[config.mk]
export PLATFORM = sky130hd
export DESIGN_NAME = istruct_bank
export DESIGN_NICKNAME = d
export VERILOG_FILES = /design/src/rtl/istruct_pkg.sv /design/src/rtl/istruct_ram.sv /design/src/rtl/istruct_alu.sv /design/src/rtl/istruct_defer.sv /design/src/rtl/istruct_bank.sv
export SDC_FILE = /design/constraint.sdc
export NUM_CORES = 2
export LEC_CHECK = 0
export BUFFER_PORTS_ARGS = -buffer_cell sky130_fd_sc_hd__buf_2
export CORE_MARGIN = 2
export CORE_UTILIZATION = 55
export DETAILED_ROUTE_END_ITERATION = 8
export HOLD_SLACK_MARGIN = 0.12
export PLACE_DENSITY = 0.71
export SYNTH_ARGS = -nofsm -noshare
export SYNTH_HDL_FRONTEND = slang
export SYNTH_SLANG_ARGS = --single-unit
export TNS_END_PERCENT = 1
[constraint.sdc]
create_clock -name clk -period 9.6 [get_ports clk]
set_clock_uncertainty 0.1 [all_clocks]
set_input_delay 1.44 -clock clk [delete_from_list [all_inputs] [get_ports clk]]
set_output_delay 1.44 -clock clk [all_outputs]
set_load 0.005 [all_outputs]
[src/rtl/istruct_pkg.sv]
package istruct_pkg;

  typedef enum logic [2:0] {
    OP_READ  = 3'd0,
    OP_WRITE = 3'd1,
    OP_CLEAR = 3'd2,
    OP_RDINC = 3'd3,
    OP_RDDEC = 3'd4,
    OP_CAS   = 3'd5
  } op_e;

endpackage

[src/rtl/istruct_ram.sv]
module istruct_ram #(
  parameter int DATA_W = 16,
  parameter int ADDR_W = 6
) (
  input  logic              clk,
  input  logic              wr_en,
  input  logic [ADDR_W-1:0] wr_addr,
  input  logic [DATA_W-1:0] wr_data,
  input  logic [ADDR_W-1:0] rd_addr,
  output logic [DATA_W-1:0] rd_data
);

  localparam int DEPTH = 1 << ADDR_W;

  logic [DATA_W-1:0] mem [DEPTH];

  // Simple dual port, read-first: maps onto one block RAM.
  always_ff @(posedge clk) begin
    if (wr_en) begin
      mem[wr_addr] <= wr_data;
    end
    rd_data <= mem[rd_addr];
  end

endmodule

[src/rtl/istruct_alu.sv]
module istruct_alu
  import istruct_pkg::*;
#(
  parameter int DATA_W = 16
) (
  input  op_e               op,
  input  logic              imm,
  input  logic [DATA_W-1:0] old_val,
  input  logic [DATA_W-1:0] left,
  input  logic [DATA_W-1:0] right,
  output logic              wr,
  output logic [DATA_W-1:0] new_val,
  output logic              replies
);

  always_comb begin
    wr      = 1'b0;
    new_val = old_val;
    replies = 1'b0;
    case (op)
      OP_READ:  replies = 1'b1;
      OP_WRITE: begin
        wr      = 1'b1;
        new_val = imm ? left : right;
      end
      OP_RDINC: begin
        wr      = 1'b1;
        new_val = old_val + DATA_W'(1);
        replies = 1'b1;
      end
      OP_RDDEC: begin
        wr      = 1'b1;
        new_val = old_val - DATA_W'(1);
        replies = 1'b1;
      end
      OP_CAS: begin
        wr      = (old_val == left);
        new_val = right;
        replies = 1'b1;
      end
      default: ;
    endcase
  end

endmodule

[src/rtl/istruct_defer.sv]
module istruct_defer #(
  parameter int ADDR_W = 6,
  parameter int TAG_W  = 8,
  parameter int DEPTH  = 4
) (
  input  logic              clk,
  input  logic              rst,
  input  logic              enq,
  input  logic [ADDR_W-1:0] enq_addr,
  input  logic [TAG_W-1:0]  enq_tag,
  input  logic [ADDR_W-1:0] q_addr,
  input  logic              pop,
  output logic              full,
  output logic              q_any,
  output logic              q_multi,
  output logic [TAG_W-1:0]  q_tag
);

  localparam int CNT_W = $clog2(DEPTH + 1);
  localparam int IDX_W = (DEPTH > 1) ? $clog2(DEPTH) : 1;

  logic [CNT_W-1:0]  cnt;
  logic [ADDR_W-1:0] e_addr [DEPTH];
  logic [TAG_W-1:0]  e_tag  [DEPTH];
  logic [DEPTH-1:0]  hit;
  logic [IDX_W-1:0]  first;
  logic              do_pop;

  // Entries are kept packed from index 0, oldest first.
  for (genvar gi = 0; gi < DEPTH; gi++) begin : g_hit
    assign hit[gi] = (CNT_W'(gi) < cnt) && (e_addr[gi] == q_addr);
  end

  always_comb begin
    first = '0;
    for (int i = DEPTH - 1; i >= 0; i--) begin
      if (hit[i]) first = IDX_W'(i);
    end
  end

  assign q_any   = |hit;
  assign q_multi = $countones(hit) > 1;
  assign q_tag   = e_tag[first];
  assign full    = (cnt == CNT_W'(DEPTH));
  assign do_pop  = pop && q_any;

  always_ff @(posedge clk) begin
    if (rst) begin
      cnt <= '0;
    end else if (enq) begin
      cnt <= cnt + CNT_W'(1);
    end else if (do_pop) begin
      cnt <= cnt - CNT_W'(1);
    end
  end

  // Removing entry k shifts every younger entry down by one place.
  for (genvar gi = 0; gi < DEPTH; gi++) begin : g_ent
    if (gi < DEPTH - 1) begin : g_mid
      always_ff @(posedge clk) begin
        if (enq && CNT_W'(gi) == cnt) begin
          e_addr[gi] <= enq_addr;
          e_tag[gi]  <= enq_tag;
        end else if (do_pop && IDX_W'(gi) >= first) begin
          e_addr[gi] <= e_addr[gi+1];
          e_tag[gi]  <= e_tag[gi+1];
        end
      end
    end else begin : g_last
      always_ff @(posedge clk) begin
        if (enq && CNT_W'(gi) == cnt) begin
          e_addr[gi] <= enq_addr;
          e_tag[gi]  <= enq_tag;
        end
      end
    end
  end

  p_no_overflow_r8: assert property (@(posedge clk) disable iff (rst)
    enq |-> !full);

  p_pop_hits_r7: assert property (@(posedge clk) disable iff (rst)
    pop |-> q_any);

  p_enq_pop_apart_r7: assert property (@(posedge clk) disable iff (rst)
    enq |-> !pop);

  p_pop_shrinks_r7: assert property (@(posedge clk) disable iff (rst)
    do_pop |=> !full);

endmodule

[src/rtl/istruct_bank.sv]
module istruct_bank
  import istruct_pkg::*;
#(
  parameter int DATA_W      = 16,
  parameter int ADDR_W      = 6,
  parameter int TAG_W       = 8,
  parameter int DEFER_DEPTH = 4
) (
  input  logic              clk,
  input  logic              rst,
  input  logic              req_valid,
  output logic              req_ready,
  input  logic [2:0]        req_op,
  input  logic              req_imm,
  input  logic [ADDR_W-1:0] req_addr,
  input  logic [DATA_W-1:0] req_left,
  input  logic [DATA_W-1:0] req_right,
  input  logic [TAG_W-1:0]  req_tag,
  output logic              rsp_valid,
  input  logic              rsp_ready,
  output logic [DATA_W-1:0] rsp_data,
  output logic [TAG_W-1:0]  rsp_tag,
  output logic              err_overwrite
);

  localparam int CELLS = 1 << ADDR_W;

  // Execute stage holding one accepted request.
  logic              s1_v;
  op_e               s1_op;
  logic              s1_imm;
  logic [ADDR_W-1:0] s1_addr;
  logic [DATA_W-1:0] s1_left;
  logic [DATA_W-1:0] s1_right;
  logic [TAG_W-1:0]  s1_tag;

  logic [CELLS-1:0]  full_q;

  // Bypass of the write made at the edge the RAM was read.
  logic              wb_v;
  logic [ADDR_W-1:0] wb_a;
  logic [DATA_W-1:0] wb_d;

  // Release of parked readers after a fill.
  logic              rel_active;
  logic [ADDR_W-1:0] rel_addr;
  logic [DATA_W-1:0] rel_data;

  logic              accept;
  op_e               in_op;
  logic [ADDR_W-1:0] in_addr;
  logic [ADDR_W-1:0] rd_addr;
  logic [DATA_W-1:0] rd_q;
  logic [DATA_W-1:0] ram_word;
  logic              cur_full;
  logic [DATA_W-1:0] old_val;
  logic              alu_wr;
  logic [DATA_W-1:0] alu_new;
  logic              alu_replies;
  logic              is_read;
  logic              park;
  logic              slot_free;
  logic              fire;
  logic              mem_we;
  logic              emit;
  logic              rel_go;
  logic [ADDR_W-1:0] q_addr;
  logic              d_full;
  logic              d_any;
  logic              d_multi;
  logic [TAG_W-1:0]  d_tag;

  assign in_op   = op_e'(req_op);
  assign in_addr = (in_op == OP_WRITE && !req_imm) ? req_left[ADDR_W-1:0] : req_addr;
  assign accept  = req_valid && req_ready;
  assign rd_addr = accept ? in_addr : s1_addr;

  assign ram_word = (wb_v && wb_a == s1_addr) ? wb_d : rd_q;
  assign cur_full = full_q[s1_addr];
  assign old_val  = cur_full ? ram_word : '0;

  assign is_read   = (s1_op == OP_READ);
  assign park      = is_read && !cur_full;
  assign slot_free = !rsp_valid || rsp_ready;
  assign fire      = s1_v && !rel_active && slot_free && !(park && d_full);
  assign req_ready = !s1_v || fire;
  assign mem_we    = fire && alu_wr;
  assign emit      = fire && alu_replies && !park;
  assign rel_go    = rel_active && slot_free;
  assign q_addr    = rel_active ? rel_addr : s1_addr;

  istruct_ram #(
    .DATA_W (DATA_W),
    .ADDR_W (ADDR_W)
  ) u_ram (
    .clk     (clk),
    .wr_en   (mem_we),
    .wr_addr (s1_addr),
    .wr_data (alu_new),
    .rd_addr (rd_addr),
    .rd_data (rd_q)
  );

  istruct_alu #(
    .DATA_W (DATA_W)
  ) u_alu (
    .op      (s1_op),
    .imm     (s1_imm),
    .old_val (old_val),
    .left    (s1_left),
    .right   (s1_right),
    .wr      (alu_wr),
    .new_val (alu_new),
    .replies (alu_replies)
  );

  istruct_defer #(
    .ADDR_W (ADDR_W),
    .TAG_W  (TAG_W),
    .DEPTH  (DEFER_DEPTH)
  ) u_defer (
    .clk      (clk),
    .rst      (rst),
    .enq      (fire && park),
    .enq_addr (s1_addr),
    .enq_tag  (s1_tag),
    .q_addr   (q_addr),
    .pop      (rel_go),
    .full     (d_full),
    .q_any    (d_any),
    .q_multi  (d_multi),
    .q_tag    (d_tag)
  );

  always_ff @(posedge clk) begin
    if (rst) begin
      s1_v     <= 1'b0;
      s1_op    <= OP_READ;
      s1_imm   <= 1'b0;
      s1_addr  <= '0;
      s1_left  <= '0;
      s1_right <= '0;
      s1_tag   <= '0;
    end else if (accept) begin
      s1_v     <= 1'b1;
      s1_op    <= in_op;
      s1_imm   <= req_imm;
      s1_addr  <= in_addr;
      s1_left  <= req_left;
      s1_right <= req_right;
      s1_tag   <= req_tag;
    end else if (fire) begin
      s1_v <= 1'b0;
    end
  end

  always_ff @(posedge clk) begin
    if (rst) begin
      full_q        <= '0;
      err_overwrite <= 1'b0;
    end else if (fire) begin
      if (mem_we) full_q[s1_addr] <= 1'b1;
      if (s1_op == OP_CLEAR) full_q[s1_addr] <= 1'b0;
      if (s1_op == OP_WRITE && cur_full) err_overwrite <= 1'b1;
    end
  end

  always_ff @(posedge clk) begin
    if (rst) begin
      wb_v <= 1'b0;
      wb_a <= '0;
      wb_d <= '0;
    end else begin
      wb_v <= mem_we;
      wb_a <= s1_addr;
      wb_d <= alu_new;
    end
  end

  always_ff @(posedge clk) begin
    if (rst) begin
      rel_active <= 1'b0;
      rel_addr   <= '0;
      rel_data   <= '0;
    end else if (rel_active) begin
      if (rel_go && !d_multi) rel_active <= 1'b0;
    end else if (mem_we && d_any) begin
      rel_active <= 1'b1;
      rel_addr   <= s1_addr;
      rel_data   <= alu_new;
    end
  end

  always_ff @(posedge clk) begin
    if (rst) begin
      rsp_valid <= 1'b0;
      rsp_data  <= '0;
      rsp_tag   <= '0;
    end else if (rel_go) begin
      rsp_valid <= 1'b1;
      rsp_data  <= rel_data;
      rsp_tag   <= d_tag;
    end else if (emit) begin
      rsp_valid <= 1'b1;
      rsp_data  <= old_val;
      rsp_tag   <= s1_tag;
    end else if (rsp_ready) begin
      rsp_valid <= 1'b0;
    end
  end

  p_rsp_hold_r10: assert property (@(posedge clk) disable iff (rst)
    (rsp_valid && !rsp_ready) |=> (rsp_valid && $stable(rsp_data) && $stable(rsp_tag)));

  p_err_sticky_r9: assert property (@(posedge clk) disable iff (rst)
    err_overwrite |=> err_overwrite);

  p_clear_empties_r3: assert property (@(posedge clk) disable iff (rst)
    (fire && s1_op == OP_CLEAR) |=> !full_q[$past(s1_addr)]);

  p_fill_marks_r2: assert property (@(posedge clk) disable iff (rst)
    mem_we |=> full_q[$past(s1_addr)]);

  p_release_blocks_r7: assert property (@(posedge clk) disable iff (rst)
    (rel_active && s1_v) |-> !req_ready);

  p_reset_idle_r11: assert property (@(posedge clk) disable iff (rst)
    $fell(rst) |-> (!rsp_valid && !err_overwrite && req_ready));

endmodule

* After elaboration in Yosys (flattened, before gate mapping)
Memories as Yosys holds them, arrays and structs flattened. A register that Yosys moved wholly into a read port is not among the register bits. Index checks and enable logic that the tools add are counted.
Operators by class: bitwise logic cells 10, reduce and logical (&&, ||, !) cells 52, mux-type cells 66, order comparisons 10, eq/ne operators 16, add/subtract/negate cells 7
Operator list (number):
- 64-bit 2-to-1 mux | 4
- 16-bit 2-to-1 mux | 5
- 64-bit AND | 1
- 64-bit inverter | 1
- 64-bit OR | 1
- 16-bit case mux with 4 select lines | 1
- 8-bit 2-to-1 mux | 6
- 6-bit 2-to-1 mux | 7
- 32-bit adder | 1
- 32-bit by 2-bit > comparator with 1-bit output (second input constant) | 1
- 1-bit 2-to-1 mux | 32
- 6-bit equality test | 5
- 1-bit logical AND | 29
- 16-bit by 1-bit adder with 16-bit output (second input constant) | 1
- 16-bit equality test | 1
- 16-bit by 1-bit subtractor with 16-bit output (second input constant) | 1
- 2-bit 2-to-1 mux | 6
- 3-bit equality test (second input constant) | 3
- 1-bit zero test | 8
- 4-bit OR reduction | 2
- 8-bit OR reduction | 1
- 6-bit by 7-bit < comparator with 1-bit output (second input constant) | 1
- 1-bit binary-select mux with 6-bit select | 1
- 1-bit demux with 6-bit select | 1
- other kinds (23) | 41
Word-level totals: flip-flop bits (word level) 190, RAM bits 1080, output and inout port bits 27, memories kept 3
Memories:
- u_ram.mem | depth 64, width 16, read ports 1, clocked after memory_dff 1, wr ports 1, RTL line istruct_ram.sv:15 | logic [DATA_W-1:0] mem [DEPTH];
- u_defer.e_tag | depth 4, width 8, read ports 4, clocked after memory_dff 0, wr ports 3, RTL line istruct_defer.sv:24 | logic [TAG_W-1:0] e_tag [DEPTH];
- u_defer.e_addr | depth 4, width 6, read ports 4, clocked after memory_dff 0, wr ports 3, RTL line istruct_defer.sv:23 | logic [ADDR_W-1:0] e_addr [DEPTH];

* Longest topological paths before layout
word-level depth 14, depth in mapped cells 24, mapped depth without buffers 19

* Hierarchy
Synthesis repeated with hierarchy kept, for this count alone.
Second synthesis, totals: cells, all modules 3353, area total of the unflattened synthesis 54471.0 um^2
Modules (own cells, without submodules):
- istruct_ram | cells an instance 1829, area each 40042.2 um^2, seq. area each 31069.8 um^2, times used 1
- istruct_bank | cells an instance 1022, area each 9432.8 um^2, seq. area each 3743.6 um^2, times used 1
- istruct_defer | cells an instance 220, area each 3215.6 um^2, seq. area each 1741.7 um^2, times used 1
- istruct_alu | cells an instance 282, area each 1780.5 um^2, seq. area each 0.0 um^2, times used 1

* Least setup slack after synthesis
OpenSTA, ideal clock, no wires.
path kind reg-to-reg, from register s1_addr[2], to memory u_ram.mem[0][7] (data pin), data required time 8.770 ns, data arrival time 6.846 ns, setup time 0.730 ns, stages on the path, launching flop included 22, setup slack 1.924 ns, cell sequence dfxtp_1 -> buf_2 -> buf_2 -> mux2i_1 -> o21ai_1 -> o41ai_2 -> a31oi_2 -> nor3_4 -> clkbuf_1 -> buf_1 -> nor2_1 -> ha_1 -> a21o_1 -> a21o_1 -> a21oi_1 -> nor2_1 -> nor2_1 -> o41ai_1 -> a21oi_1 -> xor2_1 -> o21ai_0 -> a21boi_0
On the way: longest elaborated chain between the ends 6
Ends and longest elaborated chain:
- start, declared | RTL line istruct_bank.sv:32 | logic [ADDR_W-1:0] s1_addr;
- start signal, assigned | RTL line istruct_bank.sv:148 | s1_addr <= in_addr;
- parallel branches: the longest is 3 deep, another holds 1-bit binary-select mux with 6-bit select
- 16-bit 2-to-1 mux * | RTL line istruct_bank.sv:80 | assign old_val = cur_full ? ram_word : '0;
- 16-bit by 1-bit subtractor with 16-bit output or 16-bit by 1-bit adder with 16-bit output (tied branches) | RTL line istruct_alu.sv:33, istruct_alu.sv:28
- 16-bit case mux with 4 select lines * | RTL line istruct_alu.sv:20 | case (op)
- net alu_new[7] | RTL line istruct_bank.sv:58 | logic [DATA_W-1:0] alu_new;
- end, declared | RTL line istruct_ram.sv:15
Mark *: on every way through the listed nets, which the timed path passes. The select of a mux whose other input is x is not followed.

* Final worst setup path
from register s1_addr[2], to register u_ram.rd_data[6] (read register of u_ram.mem)
On the way: longest elaborated chain between the ends 10
Ends and longest elaborated chain:
- 1-bit binary-select mux with 6-bit select | RTL line istruct_bank.sv:79 | assign cur_full = full_q[s1_addr];
- 1-bit 2-to-1 mux (implied by the code) | RTL line istruct_bank.sv:79
- 1-bit zero test | RTL line istruct_bank.sv:83 | assign park = is_read && !cur_full;
- 1-bit logical AND | RTL line istruct_bank.sv:83
- 1-bit logical AND | RTL line istruct_bank.sv:85 | assign fire = s1_v && !rel_active && slot_free && !(park && d_full);
- 1-bit zero test | RTL line istruct_bank.sv:85
- 1-bit logical AND | RTL line istruct_bank.sv:85
- 1-bit logical OR | RTL line istruct_bank.sv:86 | assign req_ready = !s1_v || fire;
- 1-bit logical AND | RTL line istruct_bank.sv:75 | assign accept = req_valid && req_ready;
- 6-bit 2-to-1 mux *
- end, declared | RTL line istruct_ram.sv:10 | output logic [DATA_W-1:0] rd_data
Mark *: on every way between the ends. The rest lies on a longest branch, timed or not. The select of a mux whose other input is x is not followed. A chain may end at the register's enable or synchronous reset.

==> metrics.cfg <==
[power]
p_leak_nw = 22.1
ir_drop_mv = 0.152
power.internal_w = 0.00974
p_comb_share_pct = 10.1
power_w = 0.0129
power_frac_seq_pct = 49.1
netSwitchingFraction_pct = 24.7
clock_power_share_pct = 40.8
power.net_switching_w = 0.00319
power_density_nw_per_um2 = 213

[synth]
syn_inst = 3708
synth_ff_type = edfxtp_1
syn-num-nets = 3789
ys_seq_area_share_pct = 67.7
yosysTopAreaCellShare_pct = 60.1
synth_area_um2 = 54000
synth_xor_area_share_pct = 0.714
synthMuxAreaShare_pct = 13.2
synth-edff-count = 1080
synth_top_family_by_area = multiplexers
synth.yosys.warnings = 0
syn_avg_cell_area_um2 = 14.6
synth_fa_ha_area_share_pct = 0.654
synth_largest_area_cell = edfxtp_1
synth_cell_types = 90
synth-compound-area-share_pct = 9.42
synthSimpleGateAreaFrac_pct = 6.04
async_reset_ff_share_pct = 0
synth.area.top_cells = edfxtp_1 60%, mux2i_1 7.9%, dfxtp_1 7.6%
ys_ff_latch = 1286

[clocking]
root_buffer = clkbuf_16
cts-resized-gates = 0
postCtsSetupRepairBufs = 0
clk_latency_ns = 0.76
cts.htree.levels = 4
cts_tree = done
clkTransAtPathRegs_ns = 0.06
numCtsBuffers = 133
clockBufferDepth = 3
clock_sinks = 1286
cts_hold_buf = 0

[routing]
drc = 0
firstDrtPassIters = 8
num_vias = 34000
wl_per_cell_um = 29.2
routed_wl_um = 153000
first_iter_violations = 4333
postRouteAntennaNets = 0
via_per_inst = 6.48

[floorplan]
die-area_um2 = 101000
coreArea_um2 = 97000
die_w_um = 317
die_h_um = 317
rows = 114
start_util_pct = 55.7
io_pins = 81

[placed_design]
io_buffers = 80
dp_slack_ns = 2.52
place_congestion = 0.966
numPlacedInstances = 4996
dpl.hpwl_um = 93700

[final_layout]
final_layout_size_suffix_gt1_share_pct = 18.1
ff_latch_area_um2 = 36600
fill_cells = 7075
fin_nets = 3936
finalNonFillerCells = 5244
multiInputGateArea_um2 = 16500
area.growth.synth_to_final_pct = 12.6

[worst_hold_path]
hp-class = flip-flop to flip-flop

[sta]
period_share_pct = 73.3
finalHoldViolations = 0
finalSetupViolations = 0
tightest_slew_ns = 1.24
setup_slack_ns = 2.56
tns_ns = 0
max_slew_margin_pct = 17.2
slew_viol_final = 0
fmax_mhz = 142
period_needed_ns = 7.04
rsz0062_at_grt = false

[setup_path]
worstPathMaxFanout = 87
crit_path_end_kind = flip-flop
crit_path_start_kind = flip-flop
crit_chain = inv_1 > a221o_1 > a211oi_1 > o32a_2 > nand3_2 > a211oi_4 > buf_12 > buf_4 > mux2i_1 > a221oi_1 > o21ai_0 > and4bb_1 > nand3_1
worstSetupPathType = flip-flop to flip-flop
crit_slowest_cell = dfxtp_2
slowest_delay_ns = 0.94
cp.arrival_ns = 7.63
cp.required_ns = 10.19

[grt]
antenna_found_initial = 7
grt_overflow_total = 0
track_usage_pct = 30.0
grt_max_degree = 125
grt_first_pass_wirelength_um = 218000
grt_pass1_vias = 31900

[run_status]
outcome = completed

[flow_run]
cap_violations = 0

[routing by layer]
| metal | GRT usage (%) | wire length [µm] | part of all wire [%] |
|---|---|---|---|
| met1 | 40.7 | 59800 | 39 |
| met2 | 47.5 | 71000 | 46 |
| met3 | 5.75 | 14700 | 9.6 |
| met4 | 13.5 | 7430 | 4.9 |
| met5 | 0 | 39 | 0.025 |
[worst max-delay path, delay by kind of cell, from the launching register on]
family | cells | cell delay [ns]
mux | 1 | 0.20
buf+inv | 3 | 1.69
flops | 1 | 0.94
compound gates | 6 | 2.88
simple gates | 3 | 0.96
[synth_stat cells (all sizes together) (17+ instances only)]
library cell,instances
edfxtp,1080
mux2i,431
mux2,239
nand2,239
nor2,223
a21oi,221
dfxtp,206
buf,116
clkbuf,100
o21ai,91
o21a,67
a22oi,55
a221oi,50
a211oi,45
nand3,43
nor3,37
inv,35
o22ai,33
a222oi,30
nand2b,28
xnor2,27
ha,25
a2111oi,19
nor2b,19
o211a,18
a21o,17
a221o,17
xor2,17
[through the flow]
| step | utilization (%) | instance area [µm²] | hold WS (ns) |
|---|---|---|---|
| after floorplan | - | 54000 | 0.303 |
| after global placement | 58.1 | 56300 | 0.343 |
| after detailed placement | 58.1 | 56300 | 0.353 |
| after CTS | 62.7 | 60800 | 0.361 |
| after global routing | 62.7 | 60800 | 0.384 |
| final | 62.7 | 60800 | 0.359 |
[final timing paths]
check,startpoint,endpoint,slack [ns],cells past startpoint
worst min register to register,s1_right[2],s1_right[2],0.36,2
worst max register to register,s1_addr[2],u_ram.rd_data[6],2.56,13
worst min-delay path,s1_right[2],s1_right[2],0.36,2
worst max-delay path,s1_addr[2],u_ram.rd_data[6],2.56,13
[layout by cell type (no fill, tap or decap), drive strengths merged, types with 55 or more instances in the layout]
cell type  instances
edfxtp          1080
nor2             223
mux2i            431
a21oi            221
o21ai             91
dfxtp            206
clkbuf           170
a22oi             55
buf              228
o21a              67
mux2             239
nand2            239
[registers in the layout, indices dropped and copies added, names as in the netlist, 16 cells and up]
| name | cells |
|---|---|
| u_ram.mem | 1024 |
| full_q | 64 |
| u_defer.e_tag | 32 |
| u_defer.e_addr | 24 |
| rel_data | 16 |
| rsp_data | 16 |
| s1_left | 16 |
| s1_right | 16 |
| u_ram.rd_data | 16 |
| wb_d | 16 |
[power groups by stage]
stage / sequential, W / clock, W / combinational, W
3_5_place_dp: 0.00646 / 0 / 0.00128
6_report: 0.00635 / 0.00529 / 0.00130
5_1_grt: 0.00635 / 0.00556 / 0.00137
3_3_place_gp: 0.00646 / 0 / 0.00126
2_1_floorplan: 0.00641 / 0 / 0.000818
4_1_cts: 0.00635 / 0.00534 / 0.00128
[area by class of cell]
cell class / instances / share of cell area (%)
Multi-Input combinational cell: 2170 / 27.1
Timing Repair Buffer: 228 / 2.56
Sequential cell: 1286 / 60.1
Tap cell: 1276 / 2.63
Inverter: 36 / 0.222
Clock buffer: 170 / 5.86
Clock inverter: 77 / 1.52
Antenna cell: 1 / 0.00412
[logic make-up (layout without fill, tap and decap cells)]
kind of cell	after synthesis	count (layout)
flip-flops	1286	1286
buffers and inverters	252	511
multiplexers	673	673
adder cells (fa/ha/maj)	27	27
AO/OA/AOI/OAI	734	734
XOR/XNOR	44	44
AND/OR/NAND/NOR	692	692
other	0	1
Power figures use the tool's default switching activity.
